## src/rtl/mdio_pkg.sv

```systemverilog
package mdio_pkg;
  localparam int DATA_W    = 16;
  localparam int FRAME_W   = 32;
  localparam int PRE_W     = 32;
  localparam int DIV_W     = 9;
  localparam int DIV_MIN   = 5;
  localparam int REL_FIRST = 17;   // frame bit index of first turnaround bit
  localparam int TA_SAMPLE = 16;   // frame bit index of second turnaround bit

  localparam logic [3:0] SLOT_CFG = 4'd12;
  localparam logic [3:0] SLOT_CMD = 4'd13;
  localparam logic [3:0] SLOT_DAT = 4'd14;
  localparam logic [3:0] SLOT_ADR = 4'd15;

  typedef enum logic [1:0] {
    FR_ADDR  = 2'd0,
    FR_WRITE = 2'd1,
    FR_READ  = 2'd2
  } frame_kind_e;

  function automatic logic [DIV_W-1:0] clamp_div(input logic [DIV_W-1:0] d);
    return (d < DIV_W'(DIV_MIN)) ? DIV_W'(DIV_MIN) : d;
  endfunction

  function automatic logic [1:0] opcode_of(input logic c45, input frame_kind_e k);
    case (k)
      FR_ADDR:  return 2'b00;
      FR_WRITE: return 2'b01;
      default:  return c45 ? 2'b11 : 2'b10;
    endcase
  endfunction

  function automatic logic [FRAME_W-1:0] build_frame(input logic c45, input frame_kind_e k,
                                                     input logic [4:0] port, input logic [4:0] dev,
                                                     input logic [DATA_W-1:0] payload);
    return {(c45 ? 2'b00 : 2'b01), opcode_of(c45, k), port, dev, 2'b10, payload};
  endfunction
endpackage

```

## src/rtl/mdio_mdc_gen.sv

```systemverilog
module mdio_mdc_gen #(
  parameter int DIV_W = 9
) (
  input  logic             clk,
  input  logic             rst_n,
  input  logic             run,
  input  logic [DIV_W-1:0] half,
  output logic             mdc,
  output logic             fall_stb,
  output logic             rise_stb,
  output logic             end_stb
);
  localparam int CNT_W = DIV_W + 1;

  logic [CNT_W-1:0] cnt_q;
  logic [CNT_W-1:0] half_c;
  logic [CNT_W-1:0] last_c;
  logic             mdc_q;

  assign half_c = {1'b0, half};
  assign last_c = {half, 1'b0};

  always_ff @(posedge clk or negedge rst_n) begin
    if (!rst_n) begin
      cnt_q <= '0;
      mdc_q <= 1'b1;
    end else begin
      if (!run || cnt_q == last_c) cnt_q <= '0;
      else                         cnt_q <= cnt_q + 1'b1;
      mdc_q <= !(run && cnt_q < half_c);
    end
  end

  assign mdc      = mdc_q;
  assign fall_stb = run && (cnt_q == '0);
  assign rise_stb = run && (cnt_q == half_c);
  assign end_stb  = run && (cnt_q == last_c);

  // the clamped divider keeps the three phase events apart
  assert_phase_distinct_R9: assert property (@(posedge clk) disable iff (!rst_n)
    $onehot0({fall_stb, rise_stb, end_stb}))
    else $error("phase strobes coincide");
endmodule

```

## src/rtl/mdio_frame_engine.sv

```systemverilog
module mdio_frame_engine
  import mdio_pkg::*;
(
  input  logic               clk,
  input  logic               rst_n,
  input  logic               start,
  input  logic [FRAME_W-1:0] start_frame,
  input  logic               start_read,
  input  logic               start_nopre,
  input  logic [DIV_W-1:0]   start_div,
  input  logic               mdio_i,
  output logic               busy,
  output logic               mdc,
  output logic               mdio_o,
  output logic               mdio_oe,
  output logic               rd_done,
  output logic [DATA_W-1:0]  rd_data,
  output logic               rd_err
);
  localparam int IDX_W = $clog2(FRAME_W + PRE_W);

  logic               busy_q, read_q, o_q, oe_q, err_q, done_q;
  logic [FRAME_W-1:0] frame_q;
  logic [IDX_W-1:0]   idx_q;
  logic [DATA_W-1:0]  rx_q;
  logic [DIV_W-1:0]   div_q;

  logic fall_evt, rise_evt, end_evt;
  logic in_pre, cur_bit, released;

  mdio_mdc_gen #(.DIV_W(DIV_W)) u_mdc (
    .clk      (clk),
    .rst_n    (rst_n),
    .run      (busy_q),
    .half     (div_q),
    .mdc      (mdc),
    .fall_stb (fall_evt),
    .rise_stb (rise_evt),
    .end_stb  (end_evt)
  );

  assign in_pre   = idx_q[IDX_W-1];
  assign cur_bit  = in_pre ? 1'b1 : frame_q[idx_q[IDX_W-2:0]];
  assign released = read_q && !in_pre && (idx_q[IDX_W-2:0] <= (IDX_W-1)'(REL_FIRST));

  always_ff @(posedge clk or negedge rst_n) begin
    if (!rst_n) begin
      busy_q  <= 1'b0;
      read_q  <= 1'b0;
      o_q     <= 1'b1;
      oe_q    <= 1'b0;
      err_q   <= 1'b0;
      done_q  <= 1'b0;
      frame_q <= '0;
      idx_q   <= '0;
      rx_q    <= '0;
      div_q   <= DIV_W'(DIV_MIN);
    end else begin
      done_q <= 1'b0;
      if (start && !busy_q) begin
        busy_q  <= 1'b1;
        frame_q <= start_frame;
        read_q  <= start_read;
        div_q   <= clamp_div(start_div);
        idx_q   <= start_nopre ? IDX_W'(FRAME_W - 1) : IDX_W'(FRAME_W + PRE_W - 1);
        if (start_read) err_q <= 1'b0;
      end else if (busy_q) begin
        if (fall_evt) begin
          o_q  <= released ? 1'b1 : cur_bit;
          oe_q <= !released;
        end
        if (rise_evt && read_q && !in_pre) begin
          if (idx_q[IDX_W-2:0] == (IDX_W-1)'(TA_SAMPLE) && mdio_i) err_q <= 1'b1;
          if (idx_q[IDX_W-2:0] < (IDX_W-1)'(DATA_W)) rx_q <= {rx_q[DATA_W-2:0], mdio_i};
        end
        if (end_evt) begin
          if (idx_q == '0) begin
            busy_q <= 1'b0;
            oe_q   <= 1'b0;
            o_q    <= 1'b1;
            done_q <= read_q;
          end else begin
            idx_q <= idx_q - 1'b1;
          end
        end
      end
    end
  end

  assign busy    = busy_q;
  assign mdio_o  = o_q;
  assign mdio_oe = oe_q;
  assign rd_done = done_q;
  assign rd_data = rx_q;
  assign rd_err  = err_q;

  // the register port never launches a frame over a running one
  assert_start_idle_R10: assert property (@(posedge clk) disable iff (!rst_n)
    start |-> !busy_q)
    else $error("start while busy");

  // line stays released through the second turnaround and data bits
  assert_read_release_R11: assert property (@(posedge clk) disable iff (!rst_n)
    (busy_q && read_q && !in_pre && idx_q[IDX_W-2:0] < (IDX_W-1)'(REL_FIRST)) |-> !oe_q)
    else $error("master drives during read data");

  // completion of capture only for read frames
  assert_done_read_R4: assert property (@(posedge clk) disable iff (!rst_n)
    done_q |-> (read_q && !busy_q))
    else $error("read completion on non-read frame");
endmodule

```

## src/rtl/mdio_master.sv

```systemverilog
module mdio_master
  import mdio_pkg::*;
#(
  parameter logic [8:0] DIV_RESET = 9'd5
) (
  input  logic        clk,
  input  logic        rst_n,
  input  logic        reg_wr,
  input  logic [3:0]  reg_addr,
  input  logic [31:0] reg_wdata,
  output logic [31:0] reg_rdata,
  output logic        mdc,
  input  logic        mdio_i,
  output logic        mdio_o,
  output logic        mdio_oe
);
  logic               pre_off_q, c45_q;
  logic [DIV_W-1:0]   div_q;
  logic [4:0]         dev_q, port_q;
  logic [DATA_W-1:0]  data_q, adr_q;

  logic               eng_busy, eng_done, eng_err;
  logic [DATA_W-1:0]  eng_rx;

  logic               wr_cfg, wr_cmd, wr_dat, wr_adr;
  logic               trig;
  frame_kind_e        kind;
  logic [4:0]         f_port, f_dev;
  logic [DATA_W-1:0]  f_payload;
  logic [FRAME_W-1:0] f_frame;

  assign wr_cfg = reg_wr && reg_addr == SLOT_CFG;
  assign wr_cmd = reg_wr && reg_addr == SLOT_CMD && !eng_busy;
  assign wr_dat = reg_wr && reg_addr == SLOT_DAT && !eng_busy;
  assign wr_adr = reg_wr && reg_addr == SLOT_ADR && !eng_busy;

  always_comb begin
    trig      = 1'b0;
    kind      = FR_WRITE;
    f_port    = port_q;
    f_dev     = dev_q;
    f_payload = reg_wdata[DATA_W-1:0];
    if (wr_cmd && reg_wdata[15]) begin
      trig      = 1'b1;
      kind      = FR_READ;
      f_port    = reg_wdata[9:5];
      f_dev     = reg_wdata[4:0];
      f_payload = '1;
    end else if (wr_dat) begin
      trig = 1'b1;
      kind = FR_WRITE;
    end else if (wr_adr && c45_q) begin
      trig = 1'b1;
      kind = FR_ADDR;
    end
    f_frame = build_frame(c45_q, kind, f_port, f_dev, f_payload);
  end

  always_ff @(posedge clk or negedge rst_n) begin
    if (!rst_n) begin
      pre_off_q <= 1'b0;
      c45_q     <= 1'b0;
      div_q     <= DIV_RESET;
      dev_q     <= '0;
      port_q    <= '0;
      data_q    <= '0;
      adr_q     <= '0;
    end else begin
      if (wr_cfg) begin
        pre_off_q <= reg_wdata[5];
        c45_q     <= reg_wdata[6];
        div_q     <= reg_wdata[15:7];
      end
      if (wr_cmd) begin
        dev_q  <= reg_wdata[4:0];
        port_q <= reg_wdata[9:5];
      end
      if (wr_dat)        data_q <= reg_wdata[DATA_W-1:0];
      else if (eng_done) data_q <= eng_rx;
      if (wr_adr) adr_q <= reg_wdata[DATA_W-1:0];
    end
  end

  mdio_frame_engine u_eng (
    .clk         (clk),
    .rst_n       (rst_n),
    .start       (trig),
    .start_frame (f_frame),
    .start_read  (kind == FR_READ),
    .start_nopre (pre_off_q),
    .start_div   (div_q),
    .mdio_i      (mdio_i),
    .busy        (eng_busy),
    .mdc         (mdc),
    .mdio_o      (mdio_o),
    .mdio_oe     (mdio_oe),
    .rd_done     (eng_done),
    .rd_data     (eng_rx),
    .rd_err      (eng_err)
  );

  always_comb begin
    case (reg_addr)
      SLOT_CFG: reg_rdata = {16'b0, div_q, c45_q, pre_off_q, 3'b0, eng_err, eng_busy};
      SLOT_CMD: reg_rdata = {16'b0, 6'b0, port_q, dev_q};
      SLOT_DAT: reg_rdata = {16'b0, data_q};
      SLOT_ADR: reg_rdata = {16'b0, adr_q};
      default:  reg_rdata = '0;
    endcase
  end

  // reserved slots return zero
  assert_reserved_zero_R2: assert property (@(posedge clk) disable iff (!rst_n)
    (reg_addr < SLOT_CFG) |-> (reg_rdata == '0))
    else $error("reserved slot not zero");

  // clock parked high between frames
  assert_mdc_idle_R11: assert property (@(posedge clk) disable iff (!rst_n)
    (!eng_busy && !$past(eng_busy)) |-> mdc)
    else $error("MDC low while idle");
endmodule

```

## config.mk

```make
export PLATFORM = sky130hd
export DESIGN_NAME = mdio_master
export DESIGN_NICKNAME = d
export VERILOG_FILES = /design/src/rtl/mdio_pkg.sv /design/src/rtl/mdio_mdc_gen.sv /design/src/rtl/mdio_frame_engine.sv /design/src/rtl/mdio_master.sv
export SDC_FILE = /design/constraint.sdc
export NUM_CORES = 1
export LEC_CHECK = 0
export CORE_ASPECT_RATIO = 2
export CORE_UTILIZATION = 60
export CTS_BUF_LIST = sky130_fd_sc_hd__clkbuf_4
export CTS_CLUSTER_SIZE = 12
export DETAILED_ROUTE_END_ITERATION = 8
export PLACE_DENSITY = 0.85
export SYNTH_ARGS = -nofsm -noshare
export SYNTH_HDL_FRONTEND = slang
export SYNTH_SLANG_ARGS = --single-unit
```

## constraint.sdc

```tcl
create_clock -name clk -period 4.55 [get_ports clk]
set_input_delay 0.91 -clock clk [delete_from_list [all_inputs] [get_ports clk]]
set_output_delay 0.91 -clock clk [all_outputs]
set_load 0.02 [all_outputs]
```

Word-level counts from Yosys, hierarchy flattened
Index checks and enable logic that the tools add are counted.

operators by class
  $add $sub $neg = 2
  magnitude comparators = 5
  eq/ne operators = 11
  multiplexer cells = 45
  bitwise logic cells = 1
  reduce and logical (&&, ||, !) cells = 36

operator list
  cell                                                                          count
  16-bit one-hot mux with 4 select lines                                        1
  16-bit 2-to-1 mux                                                             3
  6-bit 2-to-1 mux                                                              5
  1-bit 2-to-1 mux                                                              29
  1-bit logical AND                                                             19
  4-bit == test, second input constant                                          4
  10-bit by 1-bit adder with 10-bit output, second input constant               1
  10-bit == test                                                                1
  10-bit by 9-bit == test with 1-bit output                                     1
  10-bit zero test                                                              1
  10-bit by 9-bit less-than comparator with 1-bit output                        1
  10-bit 2-to-1 mux                                                             1
  5-bit 2-to-1 mux                                                              2
  2-bit nonzero test                                                            5
  9-bit by 3-bit less-than comparator with 1-bit output, second input constant  1
  9-bit 2-to-1 mux                                                              1
  4-bit AND reduction                                                           2
  6-bit zero test                                                               1
  5-bit by 6-bit less-than comparator with 1-bit output, second input constant  1
  6-bit by 1-bit subtractor with 6-bit output, second input constant            1
  1-bit binary-select mux with 5-bit select                                     1
  5-bit == test, second input constant                                          1
  5-bit less-or-equal comparator, second input constant                         1
  5-bit less-than comparator, second input constant                             1
  11 further kinds                                                              15

storage, ports and cells
  flip-flop bits (word level) = 132
  input bits = 40
  output and inout bits = 35
  word-level logic and storage cells = 119

Logic depth before layout (Yosys ltp)
  depth after elaboration = 10
  mapped depth = 9

Cells and area by module
Synthesis repeated with hierarchy kept, for this count alone.

unflattened totals
  cell total of the unflattened synthesis = 637
  area, all modules = 7,183.1 µm²

modules (own cells, without submodules)
  module             times used  cells each  area an instance (µm²)  sequential area each (µm²)
  mdio_master        1           239         3,186.8                 1,328.8
  mdio_frame_engine  1           301         3,095.5                 1,730.4
  mdio_mdc_gen       1           97          900.9                   276.5

Worst setup path after synthesis
OpenSTA, ideal clock, no wires.

  kind = input port to output port
  from = input reg_addr[2]
  to = output reg_rdata[7]
  arrival time = 1.980 ns
  required time = 3.640 ns
  slack = 1.660 ns
  stages = 5
  buffers on the path = 2
  cells stage by stage = and4b_1 > buf_6 > clkbuf_1 > a22o_1 > a221o_1

between the ends
  longest elaborated chain between the ends = 2

ends and longest elaborated chain
  item                                        RTL line            source
  start, declared                             mdio_master.sv:9    input logic [3:0] reg_addr,
  4-bit == test                               mdio_master.sv:103  case (reg_addr)
  16-bit one-hot mux with 4 select lines (*)  mdio_master.sv:103
  end, declared                               mdio_master.sv:11   output logic [31:0] reg_rdata,

Mark *: on every way between the ends. The rest lies on a longest branch, timed or not.

Worst setup path after layout
  from = input reg_addr[2]
  to = output reg_rdata[5]

Same word-level chain as after synthesis.

==> summary.md <==
| Metric | Value |
|---|---|
| Run status | complete, no violations |
| Final HPWL DP | between 10000 and 15000 microns |
| Gates resized, CTS repair | 0 |
| Buffers inserted by post-CTS timing repair | 0 |
| Worst ir drop on vdd | approximately 290 uV |
| Clock input transition at the sequential cells of the worst setup and hold paths | roughly 0.11 ns |
| Unrepaired setup endpoints after global routing | no |
| Fin Setup TNS | 0 ns |
| Post-route standard cell area excluding fillers | just over 0.007 sq mm |
| Post-route minimum period | slightly above 4 ns |
| Clock tree sinks | 130 |
| Chip Width | about 76 microns |
| Library cells used by synthesis | 48 |
| Number of pins with negative max-slew slack in the final report | 0 |
| Netlist area before placement | around 0.0065 sq mm |
| DRC | 0 |
| Power per standard cell area | slightly below 300 mW/mm^2 |
| Tot GR Track Use | between 20% and 30% |
| Post-synthesis async set-or-reset flop share | 100% |
| Critical path class | input pin to output pin |
| Part of the Yosys area used for sequential elements | between 50% and 60% |
| Initial Utilization | approximately three fifths |
| Yosys Warn Count | 0 |
| Detailed-route vias per instance | 6.04 |
| Final Hold Viols | 0 |
| Worst Path Max Fanout | 17 |
| Core area | roughly 0.011 sq mm |
| Number of filler cells placed in the layout | between 700 and 800 |
| Io pins | 75 |
| Number of placement rows | between 50 and 60 |
| DR pass1 iterations | 8 |
| Residual overflow from global routing | 0 |
| Area growth from synthesis to layout | 11.0% |
| Gate count after technology mapping | 600 |
| Post-Place Cell Area | between 0.006 and 0.007 sq mm |
| Tightest Pin Transition | 1.03 ns |
| Number of max-cap violations | 0 |
| Wire length after detailed routing | ~14000 microns |
| Final setup vio count | 0 |
| Global routing met1 resource utilization | between 30 and 40% |
| Number of antenna violations at the first check in global routing | 1 |
| Routed length per instance | between 15 and 20 microns |
| Pin count of the biggest net entering global routing | a little over 80 |
| Maximum buffer depth of the clock tree | 2 |
| Worst min-delay path class | register to register |
| Number of antenna-violating nets in the routed design | 0 |
| Data required time of the critical path | 3.64 ns |
| Number of enable flip-flop cells after synthesis | 0 |
| Chip height | between 100 and 150 microns |
| Area taken by multi-input logic gates | 0.00289 sq mm |
| Data arrival time of the critical path | between 3 and 4 ns |
| Finished Layout Cells | 781 |
| First-iteration detailed-routing DRC count | between 200 and 300 |
| Global-route wire length before repair | 23000 microns |
| CTS H-Tree Depth | 4 |
| Library cell used as clock root buffer | clkbuf_4 |
| Die area | between 0.01 and 0.015 sq mm |
| Maximum clock skew at final layout | around 0.021 ns |
| Most common flop cell mapped by yosys | dfrtp_1 |
| Syn_area_per_cell | 10.8 sq um |
| CP endpoint kind | output pin |
| Vias in the first global route | 4887 |
| Total leakage power | between 3 and 4 nW |
| Grt met2 use | between 40% and 50% |
| Layout net count | approximately 700 |
| Number of flip-flops and latches in the synthesized netlist | 130 |
| Seq. cell area | 0.00326 sq mm |
| Routing usage on met3 | under 10% |
| Startpoint type of the worst setup path | input pin |
| Relative max-transition margin | approximately 31% |
| Cell Count Post-Placement | approximately 750 |
| Clock tree from TritonCTS | yes |
| RD Place Congestion | 0.821 |
| Worst skew pair latency | 0.53 ns |
| Period utilization | approximately nine tenths |
| Hold Buf Count CTS | 0 |
| Hold Slack | between 0.4 and 0.5 ns |
| Port-buffer cells | 42 |
| Maximum operating frequency | between 0.2 and 0.25 GHz |
| Number of buffers inserted during clock tree synthesis | 17 |
| Global routing's busiest layer | met2 |
| Share of layout cells above drive strength 1 | 17.6% |
| Overall via count from detail_route | roughly 4700 |
[metal layers]
layer  vias to the layer above  wire, microns  part of all wire, %
met2                       162           7720                   55
li1                       2165              -                    -
met4                         0            547                  3.9
met5                         -              0                    0
met1                      2340           5170                   37
met3                        52            601                  4.3
[final timing paths]
path | slack (ns) | cells after the start | startpoint | to
max | 0.48 | 5 | reg_addr[2] | reg_rdata[5]
min | 0.48 | 2 | u_eng.frame_q[3]$_DFFE_PN0P_ | u_eng.frame_q[3]$_DFFE_PN0P_
max reg2reg | 1.73 | 6 | u_eng.div_q[2]$_DFFE_PN1P_ | u_eng.rd_data[10]$_DFFE_PN0P_
min reg2reg | 0.48 | 2 | u_eng.frame_q[3]$_DFFE_PN0P_ | u_eng.frame_q[3]$_DFFE_PN0P_
max in group asynchronous | 3.02 | 2 | rst_n | div_q[0]$_DFFE_PN1P_
min in group asynchronous | 0.53 | 1 | rst_n | u_eng.idx_q[3]$_DFFE_PN0P_
[stage by stage]
stage / total power, mW / setup WS, ns / util (%)
global placement: 1.36 / 0.544 / 65.5
floorplan: 1.29 / 1.66 / -
CTS: 2.16 / 0.465 / 68.4
detailed placement: 1.36 / 0.467 / 65.5
global route: 2.23 / 0.373 / 68.4
finish: 2.15 / 0.475 / 68.4
[sequential cells by signal, summed over array words and instances, names as in the netlist, 5 cells and up]
| name | count |
|---|---|
| u_eng.u_mdc.cnt_q | 10 |
| div_q | 9 |
| data_q | 16 |
| adr_q | 16 |
| u_eng.div_q | 9 |
| dev_q | 5 |
| u_eng.idx_q | 6 |
| u_eng.rd_data | 16 |
| u_eng.frame_q | 29 |
| port_q | 5 |
[logic make-up after synthesis]
logic type,Yosys count,synth area share (%)
compound gates,113,11.5
xor+xnor,17,2.29
fa+ha+maj,14,2.70
buf+inv,82,6.32
flops,130,50.2
mux,90,15.9
other cells,1,0.0577
simple gates,153,11.0
[layout by cell type, fill, tap and decap left out, types with 7 or more instances in the layout]
cell type        count
a21oi_1             10
a221o_1              7
a222oi_1             9
a22o_1               7
and3_1              11
buf_4               10
clkbuf_4            18
clkdlybuf4s50_1     41
conb_1              16
dfrtp_1            124
ha_1                14
inv_1               27
mux2_2              56
mux2i_1             29
nand2_1             83
nor2_1              19
nor4_1               7
o21ai_0             60
xnor2_1             14
[final cells by class]
| class | count | share of cell area (%) |
|---|---|---|
| clock inverters | 14 | 2.29 |
| clock buffers | 18 | 1.87 |
| flip-flops and latches | 130 | 45.2 |
| repair buffers | 51 | 6.73 |
| inverters | 27 | 1.41 |
| multi-input cells | 403 | 40.1 |
| diodes | 1 | 0.0347 |
| well taps | 137 | 2.38 |
[synth_stat cells (all sizes together), types with 2 or more instances]
master,n,area share [%]
a21oi,10,0.77
a211oi,2,0.31
a2111oi,2,0.27
a22o,7,0.94
dfrtp,124,48
a222oi,9,1.4
dfstp,6,2.4
inv,27,1.6
buf,31,3.4
nor3,4,0.31
and3,11,1.1
mux2,56,9.7
nand4,5,0.48
ha,14,2.7
a21o,6,0.69
or3,2,0.19
a31oi,3,0.29
and4,3,0.44
xnor2,14,1.9
a221o,7,1.1
nand2,83,4.8
nor4,7,0.67
mux4,5,1.7
nand2b,3,0.29
nand4b,2,0.27
nand3,6,0.46
clkbuf,24,1.4
mux2i,29,4.5
xor2,3,0.40
nor2,19,1.1
and4b,2,0.31
o41ai,2,0.27
o21ai,60,4.6
or4,2,0.23
[power by group]
part	total, mW	internal, mW	switching, mW
logic	0.132	0.0563	0.0753
clock network	0.809	0.384	0.425
registers	1.21	1.18	0.0303
[worst max-delay path, stage by stage]
cell and delay, ns:
clkdlybuf4s50_1 0.51, and4b_1 0.70, a22o_1 0.26, a221o_1 0.16, clkdlybuf4s50_1 0.62
No activity file was read; power rests on OpenSTA's default activity.
